**config.mk**
```make
export PLATFORM = sky130hd
export DESIGN_NAME = spi_cfg_port
export DESIGN_NICKNAME = d
export VERILOG_FILES = /design/src/rtl/spi_cfg_pkg.sv /design/src/rtl/spi_pin_sync.sv /design/src/rtl/spi_reg_ram.sv /design/src/rtl/spi_xfer_ctrl.sv /design/src/rtl/spi_cfg_port.sv
export SDC_FILE = /design/constraint.sdc
export NUM_CORES = 1
export LEC_CHECK = 0
export BUFFER_PORTS_ARGS = -buffer_cell sky130_fd_sc_hd__buf_2
export CELL_PAD_IN_SITES_DETAIL_PLACEMENT = 2
export CELL_PAD_IN_SITES_GLOBAL_PLACEMENT = 2
export CORE_ASPECT_RATIO = 0.6
export CORE_UTILIZATION = 44
export DETAILED_ROUTE_END_ITERATION = 7
export PLACE_DENSITY = 0.73
export SKIP_CTS_REPAIR_TIMING = 1
export SYNTH_ARGS = -nofsm -noshare
export SYNTH_HDL_FRONTEND = slang
export SYNTH_SLANG_ARGS = --single-unit
```
**constraint.sdc**
```tcl
create_clock -name clk -period 2.3 [get_ports clk]
set_input_delay 0.115 -clock clk [delete_from_list [all_inputs] [get_ports clk]]
set_output_delay 0.115 -clock clk [all_outputs]
set_load 0.02 [all_outputs]
```
**src/rtl/spi_cfg_pkg.sv**
```systemverilog
package spi_cfg_pkg;
  localparam int BYTE_W    = 8;
  localparam int ADDR_W    = 5;
  localparam int LEN_W     = 2;
  localparam int REG_NUM   = 1 << ADDR_W;
  localparam int BIT_CNT_W = $clog2(BYTE_W);

  typedef enum logic [1:0] {
    ST_IDLE  = 2'd0,
    ST_INSTR = 2'd1,
    ST_DATA  = 2'd2,
    ST_DONE  = 2'd3
  } xfer_state_t;

  // instruction layout: direction, count-1, start index (MSB to LSB)
  typedef struct packed {
    logic              rd;
    logic [LEN_W-1:0]  len;
    logic [ADDR_W-1:0] addr;
  } instr_t;

  function automatic instr_t instr_decode(input logic [BYTE_W-1:0] b);
    return instr_t'(b);
  endfunction
endpackage

```
**src/rtl/spi_pin_sync.sv**
```systemverilog
module spi_pin_sync #(
  parameter int   STAGES  = 2,
  parameter logic RST_VAL = 1'b0
) (
  input  logic clk,
  input  logic rst,
  input  logic d,
  output logic q
);
  // STAGES must be at least 2
  logic [STAGES-1:0] chain;

  always_ff @(posedge clk) begin
    if (rst) chain <= {STAGES{RST_VAL}};
    else     chain <= {chain[STAGES-2:0], d};
  end

  assign q = chain[STAGES-1];
endmodule

```
**src/rtl/spi_reg_ram.sv**
```systemverilog
module spi_reg_ram #(
  parameter int AW = 5,
  parameter int DW = 8
) (
  input  logic          clk,
  input  logic          rst,
  input  logic          we,
  input  logic [AW-1:0] waddr,
  input  logic [DW-1:0] wdata,
  input  logic          re,
  input  logic [AW-1:0] raddr,
  output logic [DW-1:0] rdata
);
  localparam int DEPTH = 1 << AW;

  logic [DW-1:0] mem [0:DEPTH-1];

  always_ff @(posedge clk) begin
    if (we) mem[waddr] <= wdata;
  end

  always_ff @(posedge clk) begin
    if (re) rdata <= mem[raddr];
  end


  no_rw_clash_chk: assert property (@(posedge clk) disable iff (rst) !(we && re));
endmodule

```
**src/rtl/spi_xfer_ctrl.sv**
```systemverilog
module spi_xfer_ctrl
  import spi_cfg_pkg::*;
(
  input  logic              clk,
  input  logic              rst,
  input  logic              csn_s,
  input  logic              prst_n_s,
  input  logic              sclk_s,
  input  logic              sdi_s,
  input  logic [BYTE_W-1:0] rdata,
  output logic              we,
  output logic [ADDR_W-1:0] waddr,
  output logic [BYTE_W-1:0] wdata,
  output logic              re,
  output logic [ADDR_W-1:0] raddr,
  output logic              out_bit,
  output logic              out_en
);
  localparam logic [BIT_CNT_W-1:0] LAST_BIT = BIT_CNT_W'(BYTE_W - 1);

  xfer_state_t           state;
  logic                  sclk_d;
  logic [BIT_CNT_W-1:0]  bit_cnt;
  logic [BYTE_W-2:0]     rx_sh;
  logic [BYTE_W-1:0]     tx_sh;
  logic                  rd_mode;
  logic [LEN_W-1:0]      cnt_left;
  logic [ADDR_W-1:0]     addr;
  logic                  load_pend;

  logic        rise, fall, abort, byte_end;
  logic [BYTE_W-1:0] rx_byte;
  instr_t      ins;

  assign rise     = sclk_s & ~sclk_d;
  assign fall     = ~sclk_s & sclk_d;
  assign abort    = csn_s | ~prst_n_s;
  assign rx_byte  = {rx_sh, sdi_s};
  assign ins      = instr_decode(rx_byte);
  assign byte_end = rise && (bit_cnt == LAST_BIT);

  always_ff @(posedge clk) begin
    if (rst) begin
      state     <= ST_IDLE;
      sclk_d    <= 1'b0;
      bit_cnt   <= '0;
      rx_sh     <= '0;
      tx_sh     <= '0;
      rd_mode   <= 1'b0;
      cnt_left  <= '0;
      addr      <= '0;
      load_pend <= 1'b0;
      we        <= 1'b0;
      waddr     <= '0;
      wdata     <= '0;
      re        <= 1'b0;
      raddr     <= '0;
      out_bit   <= 1'b0;
      out_en    <= 1'b0;
    end else begin
      sclk_d    <= sclk_s;
      we        <= 1'b0;
      re        <= 1'b0;
      load_pend <= re;
      if (load_pend) tx_sh <= rdata;

      if (abort) begin
        state     <= ST_IDLE;
        bit_cnt   <= '0;
        out_en    <= 1'b0;
        load_pend <= 1'b0;
      end else begin
        unique case (state)
          ST_IDLE: begin
            state   <= ST_INSTR;
            bit_cnt <= '0;
          end
          ST_INSTR: begin
            if (rise) begin
              rx_sh   <= rx_byte[BYTE_W-2:0];
              bit_cnt <= bit_cnt + 1'b1;
              if (byte_end) begin
                rd_mode  <= ins.rd;
                cnt_left <= ins.len;
                addr     <= ins.addr;
                state    <= ST_DATA;
                if (ins.rd) begin
                  re    <= 1'b1;
                  raddr <= ins.addr;
                end
              end
            end
          end
          ST_DATA: begin
            if (rise) begin
              rx_sh   <= rx_byte[BYTE_W-2:0];
              bit_cnt <= bit_cnt + 1'b1;
              if (byte_end) begin
                if (!rd_mode) begin
                  we    <= 1'b1;
                  waddr <= addr;
                  wdata <= rx_byte;
                end
                addr     <= addr - 1'b1;
                cnt_left <= cnt_left - 1'b1;
                if (cnt_left == '0) begin
                  state <= ST_DONE;
                end else if (rd_mode) begin
                  re    <= 1'b1;
                  raddr <= addr - 1'b1;
                end
              end
            end
            if (fall && rd_mode) begin
              out_bit <= tx_sh[BYTE_W-1];
              tx_sh   <= {tx_sh[BYTE_W-2:0], 1'b0};
              out_en  <= 1'b1;
            end
          end
          ST_DONE: begin
            state <= ST_DONE;
          end
          default: state <= ST_IDLE;
        endcase
      end
    end
  end


  drive_only_read_chk: assert property (@(posedge clk) disable iff (rst)
    out_en |-> (rd_mode && (state == ST_DATA || state == ST_DONE)));


  abort_idle_chk: assert property (@(posedge clk) disable iff (rst)
    $rose(csn_s) |=> (!out_en && state == ST_IDLE));


  write_dir_chk: assert property (@(posedge clk) disable iff (rst)
    we |-> !rd_mode);


  addr_step_chk: assert property (@(posedge clk) disable iff (rst)
    (!abort && state == ST_DATA && byte_end && cnt_left != '0)
      |=> (addr == $past(addr) - ADDR_W'(1)));


  port_reset_chk: assert property (@(posedge clk) disable iff (rst)
    $fell(prst_n_s) |=> (!out_en && state == ST_IDLE));
endmodule

```
**src/rtl/spi_cfg_port.sv**
```systemverilog
module spi_cfg_port
  import spi_cfg_pkg::*;
#(
  parameter int SYNC_STAGES = 2,
  parameter bit FOUR_WIRE   = 1'b1
) (
  input  logic clk,
  input  logic rst,
  input  logic port_rst_n,
  input  logic spi_csn,
  input  logic spi_sclk,
  input  logic sdio_i,
  output logic sdio_o,
  output logic sdio_oe,
  output logic sdo_o,
  output logic sdo_oe
);
  logic csn_s, prst_n_s, sclk_s, sdi_s;
  logic              we, re;
  logic [ADDR_W-1:0] waddr, raddr;
  logic [BYTE_W-1:0] wdata, rdata;
  logic              out_bit, out_en;

  spi_pin_sync #(.STAGES(SYNC_STAGES), .RST_VAL(1'b1)) u_sync_csn (
    .clk(clk), .rst(rst), .d(spi_csn), .q(csn_s));
  spi_pin_sync #(.STAGES(SYNC_STAGES), .RST_VAL(1'b1)) u_sync_prst (
    .clk(clk), .rst(rst), .d(port_rst_n), .q(prst_n_s));
  spi_pin_sync #(.STAGES(SYNC_STAGES), .RST_VAL(1'b0)) u_sync_sclk (
    .clk(clk), .rst(rst), .d(spi_sclk), .q(sclk_s));
  spi_pin_sync #(.STAGES(SYNC_STAGES), .RST_VAL(1'b0)) u_sync_sdi (
    .clk(clk), .rst(rst), .d(sdio_i), .q(sdi_s));

  spi_xfer_ctrl u_ctrl (
    .clk(clk), .rst(rst), .csn_s(csn_s), .prst_n_s(prst_n_s),
    .sclk_s(sclk_s), .sdi_s(sdi_s), .rdata(rdata),
    .we(we), .waddr(waddr), .wdata(wdata), .re(re), .raddr(raddr),
    .out_bit(out_bit), .out_en(out_en));

  spi_reg_ram #(.AW(ADDR_W), .DW(BYTE_W)) u_regs (
    .clk(clk), .rst(rst), .we(we), .waddr(waddr), .wdata(wdata),
    .re(re), .raddr(raddr), .rdata(rdata));

  assign sdio_o  = out_bit;
  assign sdio_oe = out_en;

  generate
    if (FOUR_WIRE) begin : g_four_wire
      assign sdo_o  = out_bit;
      assign sdo_oe = out_en;
    end else begin : g_three_wire
      assign sdo_o  = 1'b0;
      assign sdo_oe = 1'b0;
    end
  endgenerate


  sdo_mirror_chk: assert property (@(posedge clk) disable iff (rst)
    FOUR_WIRE ? (sdo_oe == sdio_oe) : !sdo_oe);
endmodule

```
==> reports/results.ini, run 1 <==
[detailed_routing]
via_count = 6843
drtPass1Iterations = 5
first_iter_violations = 632
viasPerCell = 5.89
final_antenna_net_count = 0
drc_errors = 0
wl_per_cell_um = 31.8
finalWirelength_um = 36900

[worst_setup_path]
r2r_cells = 5
r2r_start = u_ctrl.raddr[1]$_SDFFE_PP0P_
cp.required_ps = 2610
cp.arrival_ps = 2710
r2r_end = u_regs.rdata[3]$_DFFE_PP_
critPathCaptureType = flip-flop
rrSetupSlack_ps = -100
crit_fanout = 7
startpoint_type = flip-flop
critical_path_class = reg -> reg
startpoint = u_ctrl.raddr[1]$_SDFFE_PP0P_

[sta]
worst_pin_slew_ps = 1440
worst_slack_ps = -98.3
finalCriticalPeriod_ps = 2400
max_freq_mhz = 417
timing.slew.headroom = 0.0383
fin_hold_ws_ps = 27.3
tns_ps = -335
finalClockSkew_ps = 23.3
rsz0062_at_grt = true
min_period_over_period = 1.04
setup_viol = 6
hold_viol = 0
maxSlewViolCount = 0

[global_routing]
overflow = 0
grt_pass1_vias = 7413
grt_max_degree = 47
grtUsageMet2 = 0.396
grt_pass1_wl_um = 53200
grt_use_met3 = 0.0518
grt_antenna_before_repair = 1
grt_busiest_layer = met2
globalRouteMet1Util = 0.380
track_usage = 0.255

[logic_synthesis]
synth_top_area_frac = 0.626
synth.area.mux_share = 0.175
syn-num-nets = 703
syn_area_per_cell_um2 = 18.4
synth_top_family_by_area = multiplexers
synth_cells = 688
synth_xor_area_frac = 0.00138
synthAdderAreaFrac = 0.00889
synth_compound_area_frac = 0.0226
synth_cell_types = 40
ys_warn_count = 0
synth_seq_cells = 324
synth_top_cell_by_area = edfxtp_1
yosysSeqAreaShare = 0.721
syn-cell-area_mm2 = 0.0127
yosys.area_share.simple = 0.0518
synth_area_leaders = edfxtp_1 (63%), mux4_2 (14%), dfxtp_1 (9.5%), mux2i_1 (2.6%), nor2_1 (2.3%)

[place]
dp_hpwl_um = 24500
routabilityCongestion = 0.802
dp_slack_ps = -120
dp.cells = 1086
placed_cell_area_mm2 = 0.0136
numPortBuffers = 9

[min_path]
min_path_cells = 2
hp-class = in -> reg
hold_end = u_ctrl.raddr[3]$_SDFFE_PP0P_
min_from = rst

[floorplan]
start_util = 0.454
coreArea_mm2 = 0.0279
dieArea_mm2 = 0.0295
row_count = 47
ios = 10
die_width_um = 221
die_h_um = 133

[finish]
final_nets = 784
fin_util = 0.531
seq_area_mm2 = 0.00913
diodes = 0
fin_cells = 1161
area_delta_synth_final_pct = 17.2
drive_gt1_frac = 0.296
multi_input_area_mm2 = 0.00332
design_area_mm2 = 0.0148
num-fill-cells = 2329

[pwr]
power_frac_comb = 0.005
power_density_mw_per_mm2 = 790
p_int_mw = 9.44
netSwitchingFraction = 0.196
ir_drop_mv = 0.677
total_power_mw = 11.7
clockPowerShare = 0.461
pwr-share-seq = 0.533
p_sw_mw = 2.30
leakage_nw = 4.78

[clock_network]
cts.sinks = 324
h-tree-depth = 1
cts_tree = done
clock-root-buffer = clkbuf_16
clkTransAtPathRegs_ps = 70
clock_path_buffers = 3
cts_buffers = 31
clk_latency_ps = 580

[outcome]
violations = negative setup slack
status = finished, violations left

[flow_run]
cap_violations = 0

==> kinds of logic after synthesis <==
family          after synthesis
flops                       324
simple gates                138
mux                         121
buf+inv                      50
compound gates               44
fa+ha+maj                     9
xor+xnor                      2
==> registers in the layout, indices dropped and copies added (netlist names), 3 cells and up <==
register	flops
u_regs.mem	256
u_ctrl.tx_sh	8
u_ctrl.wdata	8
u_regs.rdata	8
u_ctrl.rx_sh	7
u_ctrl.addr	5
u_ctrl.raddr	5
u_ctrl.waddr	5
u_ctrl.bit_cnt	3
==> worst max-delay path, stage by stage (launching register included) <==
cell     delay (ps)
dfxtp_4         400
buf_12          160
buf_16          130
mux4_2          560
mux4_2          540
mux2_4          300
==> final cells by class <==
class | count | area share
Clock buffer | 41 | 0.0575
Clock inverter | 17 | 0.0143
Inverter | 11 | 0.00278
Multi-Input combinational cell | 314 | 0.224
Sequential cell | 324 | 0.615
Tap cell | 367 | 0.0309
Timing Repair Buffer | 87 | 0.0552
==> cell usage in the layout, fill, tap and decap left out, drive strengths merged, types with 2 or more instances in the layout <==
| cell | count |
|---|---|
| nand3b | 8 |
| nand3 | 6 |
| or3b | 2 |
| or2 | 7 |
| mux4 | 80 |
| a21oi | 18 |
| nor3b | 2 |
| clkinv | 9 |
| nor2 | 78 |
| bufinv | 5 |
| a211oi | 9 |
| mux2 | 8 |
| dfxtp | 60 |
| o211ai | 2 |
| nor2b | 6 |
| edfxtp | 264 |
| a22oi | 3 |
| dlygate4sd3 | 4 |
| nand2 | 15 |
| buf | 81 |
| nor3 | 4 |
| o21ai | 6 |
| a31oi | 3 |
| ha | 9 |
| mux2i | 33 |
| nand2b | 3 |
| inv | 13 |
| clkbuf | 43 |
==> power by group through the flow <==
stage | logic, mW | clock network [mW] | registers [mW]
2_1_floorplan | 0.0308 | 0 | 6.38
3_3_place_gp | 0.0444 | 0 | 6.39
3_5_place_dp | 0.0513 | 0 | 6.39
4_1_cts | 0.0521 | 5.51 | 6.26
5_1_grt | 0.0632 | 5.69 | 6.26
6_report | 0.0598 | 5.41 | 6.26
==> cell usage after synthesis <==
library cell / instances
or4_1: 1
a22oi_1: 3
nor3_1: 4
nor3b_1: 2
a2111oi_4: 1
nor2_1: 78
a21oi_1: 18
edfxtp_1: 264
a211oi_1: 9
nand4bb_1: 1
xor2_1: 1
or3b_2: 2
ha_1: 9
and3b_1: 1
and4b_1: 1
a31oi_1: 3
a21o_1: 1
nand3b_1: 8
mux2i_1: 33
xnor2_1: 1
or2_2: 7
buf_4: 2
o211ai_1: 2
nor2b_1: 6
nand2_1: 15
clkbuf_1: 21
mux2_2: 8
inv_1: 11
mux4_2: 80
buf_1: 6
nand4b_1: 1
nand3_1: 6
buf_6: 6
o31ai_1: 1
buf_2: 4
or3_1: 1
nor4_2: 1
o21ai_0: 6
nand2b_1: 3
dfxtp_1: 60
==> how the worst max path moves through the flow <==
stage                           endpoint  slack [ps]  cells after the start
2_1_floorplan  u_regs.rdata[0]$_DFFE_PP_          40                      5
3_3_place_gp   u_regs.rdata[3]$_DFFE_PP_        -0.2                      5
3_5_place_dp   u_regs.rdata[3]$_DFFE_PP_        -120                      5
4_1_cts        u_regs.rdata[3]$_DFFE_PP_        -150                      5
5_1_grt        u_regs.rdata[3]$_DFFE_PP_        -100                      5
6_report       u_regs.rdata[3]$_DFFE_PP_        -100                      5
==> metal layers <==
layer	wire length (µm)	share of wire
met1	17100	0.46
met2	16800	0.46
met3	2470	0.067
met4	439	0.012
met5	0	0
Note: power is estimated with default switching activity, not from simulation.
==> run 2: changes to the inputs <==
Settings changed: CORE_ASPECT_RATIO 0.6 to 1.2.
==> reports/results.ini, run 2 (synthesis gave the netlist of run 1 again) <==
[outcome]
status = finished, violations left
violations = negative setup slack

[worst_setup_path]
critical_path_class = reg -> reg
r2r_start = u_ctrl.raddr[1]$_SDFFE_PP0P_
cp.arrival_ps = 2610  ; -100 ps
startpoint_type = flip-flop
cp.required_ps = 2540  ; -70 ps
r2r_cells = 5  ; unchanged
crit_fanout = 8  ; +1
r2r_end = u_regs.rdata[4]$_DFFE_PP_
rrSetupSlack_ps = -70  ; +30 ps
critPathCaptureType = flip-flop

[detailed_routing]
via_count = 6903  ; +0.88%
wl_met1_um = 14400  ; -16%
wl_met2_um = 18700  ; +11%
finalWirelength_um = 36000  ; -2.4%
viasPerCell = 5.87  ; -0.33%
highest_layer = met4
wl_per_cell_um = 30.6  ; -3.6%
first_iter_violations = 505  ; -20%
drc_errors = 0  ; unchanged
wl_met3_um = 1670  ; -32%
final_antenna_net_count = 0  ; unchanged
drtPass1Iterations = 5  ; unchanged

[global_routing]
grt_max_degree = 34  ; -28%
grt_pass1_wl_um = 51600  ; -3.1%
grt_pass1_vias = 7605  ; +2.6%
track_usage = 0.249  ; -0.00582
grt_antenna_before_repair = 0  ; -1
overflow = 0  ; unchanged

[min_path]
min_path_cells = 2  ; unchanged
hp-class = in -> reg
min_from = rst
hold_end = u_ctrl.out_bit$_SDFFE_PP0P_

[sta]
finalCriticalPeriod_ps = 2370  ; -26.1 ps
worst_slack_ps = -72.2  ; +26.1 ps
finalClockSkew_ps = 24.1  ; +0.781 ps
timing.slew.headroom = 0.438  ; +0.400
setup_viol = 8  ; +2
min_period_over_period = 1.03  ; -0.0113
maxSlewViolCount = 0  ; unchanged
worst_pin_slew_ps = 841  ; -599 ps
hold_viol = 0  ; unchanged
rsz0062_at_grt = true
max_freq_mhz = 422  ; +1.1%

[floorplan]
dieArea_mm2 = 0.0295  ; about the same
start_util = 0.451  ; -0.00242
die_h_um = 188  ; +41%
ios = 10  ; unchanged
die_width_um = 157  ; -29%
row_count = 67  ; +43%
coreArea_mm2 = 0.0281  ; +0.54%

[place]
dp.cells = 1101  ; +1.4%
dp_hpwl_um = 22600  ; -7.8%
routabilityCongestion = 0.780  ; -2.7%
numPortBuffers = 9  ; unchanged

[pwr]
p_sw_mw = 2.28  ; -0.87%
power_frac_comb = 0.004  ; about the same
pwr-share-seq = 0.539  ; +0.006
netSwitchingFraction = 0.196  ; about the same
p_int_mw = 9.35  ; -0.94%
ir_drop_mv = 0.478  ; -29%
power_density_mw_per_mm2 = 782  ; -1.1%
leakage_nw = 4.80  ; +0.31%
clockPowerShare = 0.457  ; -0.004

[finish]
fin_cells = 1175  ; +1.2%
layout_commonest_cell = edfxtp_1
largest_reg_flops = 256  ; unchanged
area_delta_synth_final_pct = 17.3
final_cell_mix = edfxtp_1 (264), mux4_2 (80), nor2_1 (78)
fin_util = 0.529  ; -0.00208
final_nets = 789  ; +0.64%
drive_gt1_frac = 0.293  ; -0.00326
num-fill-cells = 2428  ; +4.3%
top_register = u_regs.mem
diodes = 0  ; unchanged

[clock_network]
cts_tree = done
h-tree-depth = 2  ; +1
clock_path_buffers = 3  ; unchanged
cts_buffers = 34  ; +9.7%
clock-root-buffer = clkbuf_16
cts.sinks = 324  ; unchanged
clk_latency_ps = 510  ; -70 ps
clkTransAtPathRegs_ps = 60  ; about the same

[flow_run]
cap_violations = 0  ; unchanged

## run 2: cell types whose count changed in the layout (fill, tap and decap cells not counted), moves of 2 or more
cell,delta
buf_12,-3
buf_4,+2
bufinv_16,-3
clkbuf_16,+6
inv_6,-2
## run 2: final cells by class
cell class              instances  area (µm²)  area share
clock buffers                  44         928      0.0625
flip-flops and latches        324        9130       0.614
multi-input cells             314        3310       0.223
clock inverters                14         130     0.00875
inverters                      11        41.3     0.00278
repair buffers                 89         850      0.0572
well taps                     379         474      0.0319
## run 2: power by group through the flow
stage          logic, mW  clock network [mW]  registers [mW]
2_1_floorplan     0.0308                   0            6.38
6_report          0.0518                5.31            6.26
5_1_grt           0.0571                5.58            6.26
3_3_place_gp      0.0425                   0            6.39
3_5_place_dp      0.0461                   0            6.39
4_1_cts           0.0472                5.38            6.26
## run 2: layer usage
layer / track usage / vias to the layer above
met5: 0 / -
met4: 0.0807 / 0
met1: 0.322 / 3706
met2: 0.435 / 249
met3: 0.0282 / 66
li1: - / 2882
## run 2: worst max path at each step
stage                                  from  cells past startpoint                   endpoint  slack, ps
2_1_floorplan  u_ctrl.raddr[2]$_SDFFE_PP0P_                      5  u_regs.rdata[0]$_DFFE_PP_         40
3_3_place_gp   u_ctrl.raddr[1]$_SDFFE_PP0P_                      4  u_regs.rdata[1]$_DFFE_PP_         10
3_5_place_dp   u_ctrl.raddr[1]$_SDFFE_PP0P_                      4  u_regs.rdata[3]$_DFFE_PP_         -8
4_1_cts        u_ctrl.raddr[1]$_SDFFE_PP0P_                      4  u_regs.rdata[3]$_DFFE_PP_        -50
5_1_grt        u_ctrl.raddr[1]$_SDFFE_PP0P_                      5  u_regs.rdata[5]$_DFFE_PP_        -80
6_report       u_ctrl.raddr[1]$_SDFFE_PP0P_                      5  u_regs.rdata[4]$_DFFE_PP_        -70
## run 2: stage by stage
step	hold slack, ps	setup TNS (ps)	worst slack, ps	area, µm²	total power [mW]
2_1_floorplan	219	0	36.5	12700	6.42
3_3_place_gp	302	0	10.6	13600	6.43
4_1_cts	-216	-208	-46.7	14600	11.7
6_report	85.3	-366	-72.2	14900	11.6
5_1_grt	108	-546	-84.0	14900	11.9
3_5_place_dp	314	-10.2	-7.98	13600	6.43
## run 2: worst max-delay path, cell delays in order, from the launching register on
cell,delay (ps)
dfxtp_4,420
buf_4,150
buf_12,120
mux4_2,550
mux4_2,560
mux2_2,290
==> run 3: changes to the inputs <==
Settings changed: SETUP_SLACK_MARGIN from default to 0.1.
==> reports/results.ini, run 3 (synthesis gave the netlist of run 1 again) <==
[outcome]
status = finished, violations left
violations = negative setup slack

[sta]
max_freq_mhz = 422  ; +0.16%
worst_pin_slew_ps = 1170  ; +324 ps
finalClockSkew_ps = 16.6  ; -7.46 ps
rsz0062_at_grt = true
timing.slew.headroom = 0.222  ; -0.216
worst_slack_ps = -68.4  ; +3.73 ps
tns_ps = -368  ; -2.62 ps
min_period_over_period = 1.03  ; -0.00162
hold_viol = 0  ; unchanged
maxSlewViolCount = 0  ; unchanged
finalCriticalPeriod_ps = 2370  ; -3.73 ps
setup_viol = 8  ; unchanged

[clock_network]
cts_tree = done
clk_latency_ps = 520  ; about the same
clkTransAtPathRegs_ps = 60  ; about the same
h-tree-depth = 2  ; unchanged
cts_buffers = 34  ; unchanged
cts.sinks = 324  ; unchanged
clock_path_buffers = 3  ; unchanged
clock-root-buffer = clkbuf_16

[global_routing]
track_usage = 0.247  ; -0.00202
grt_pass1_wl_um = 50600  ; -1.9%
grt_pass1_vias = 7442  ; -2.1%
grt_antenna_before_repair = 2  ; +2
overflow = 0  ; unchanged
grt_max_degree = 43  ; +26%

[min_path]
hp-class = in -> reg

[detailed_routing]
wl_per_cell_um = 31.6  ; +3.2%
first_iter_violations = 516  ; +2.2%
finalWirelength_um = 36900  ; +2.6%
drc_errors = 0  ; unchanged
final_antenna_net_count = 0  ; unchanged
via_count = 6861  ; -0.61%
drtPass1Iterations = 4  ; -1
viasPerCell = 5.87  ; about the same

[worst_setup_path]
critical_path_buf_inv_count = 1  ; -1
crit_top_cell = mux4_2
crit_fanout = 8  ; unchanged
cp.arrival_ps = 2630  ; +20 ps
rrSetupSlack_ps = -70  ; about the same
critical_path_class = reg -> reg
crit_family = multiplexers
slowest_delay_ps = 530  ; -30 ps
cp_slowest_cell = mux4_2
cp.required_ps = 2560  ; +20 ps
startpoint_type = flip-flop
critPathCaptureType = flip-flop
cp_cell_sequence = clkbuf_16, mux4_2, mux4_2, mux2_2

[floorplan]
ios = 10  ; unchanged
start_util = 0.451  ; unchanged
coreArea_mm2 = 0.0281  ; unchanged
row_count = 67  ; unchanged
die_h_um = 188  ; unchanged
die_width_um = 157  ; unchanged
dieArea_mm2 = 0.0295  ; unchanged

[finish]
area_delta_synth_final_pct = 17.0
final_nets = 777  ; -1.5%
largest_reg_flops = 256  ; unchanged
top_register = u_regs.mem
layout_commonest_cell = edfxtp_1
fin_cells = 1168  ; -0.60%
final_cell_mix = edfxtp_1 (264), mux4_2 (80), nor2_1 (78)
drive_gt1_frac = 0.288  ; -0.00428
fin_util = 0.528  ; -0.00160

[pwr]
total_power_mw = 12.0  ; +3.2%
leakage_nw = 4.75  ; -0.94%
power_density_mw_per_mm2 = 810  ; +3.6%
ir_drop_mv = 0.409  ; -15%

[flow_run]
cap_violations = 0  ; unchanged

[place]
dp_hpwl_um = 22200  ; -1.7%
numPortBuffers = 9  ; unchanged
routabilityCongestion = 0.732  ; -6.2%
dp.cells = 1095  ; -0.54%

==> run 3: changes by cell type in the layout (fill, tap and decap cells not counted), sizes merged <==
| cell | change |
|---|---|
| buf | -12 |
| clkbuf | -5 |
| clkinv | +3 |
| bufinv | +2 |
| clkinvlp | +2 |
| diode | +2 |
| dlygate4sd3 | +2 |
| inv | -1 |
==> run 3: report_power, final <==
| part | internal [mW] | leakage [nW] | switching, mW |
|---|---|---|---|
| Sequential | 6.25 | 2.93 | 0.00632 |
| Combinational | 0.0225 | 1.26 | 0.0335 |
| Clock | 3.37 | 0.561 | 2.32 |
==> run 3: final timing paths <==
path | startpoint | endpoint | cells after the start
max | u_ctrl.raddr[1]$_SDFFE_PP0P_ | u_regs.rdata[6]$_DFFE_PP_ | 4
min | spi_csn | u_sync_csn.chain[0]$_SDFF_PP1_ | 3
max reg2reg | u_ctrl.raddr[1]$_SDFFE_PP0P_ | u_regs.rdata[6]$_DFFE_PP_ | 4
min reg2reg | u_sync_csn.chain[0]$_SDFF_PP1_ | u_sync_csn.chain[1]$_SDFF_PP1_ | 1
==> run 3: layout make-up <==
type | instances | area, µm²
Clock inverter | 20 | 200
Clock buffer | 41 | 941
Fill cell | 2425 | 13300
Multi-Input combinational cell | 314 | 3310
Antenna cell | 2 | 5.00
Inverter | 11 | 41.3
Sequential cell | 324 | 9130
Tap cell | 379 | 474
Timing Repair Buffer | 77 | 712
==> run 3: routing by layer <==
layer,track usage,part of all wire
met5,0,0
met4,0.0875,0.029
met3,0.0428,0.050
met2,0.444,0.54
met1,0.294,0.38
==> run 3: through the flow <==
step | hold slack (ps) | worst slack (ps) | cell area [µm²]
after floorplan | 219 | 165 | 12700
after global placement | 302 | -2.49 | 13500
after detailed placement | 302 | -58.1 | 13500
after CTS | -215 | -72.4 | 14600
after global routing | 391 | -97.0 | 14800
final | 374 | -68.4 | 14800
==> run 3: worst min-delay path: cells and delay by family <==
family                 cells  cell delay (ps)
and+or+nand+nor            1               90
buffers and inverters      2              640
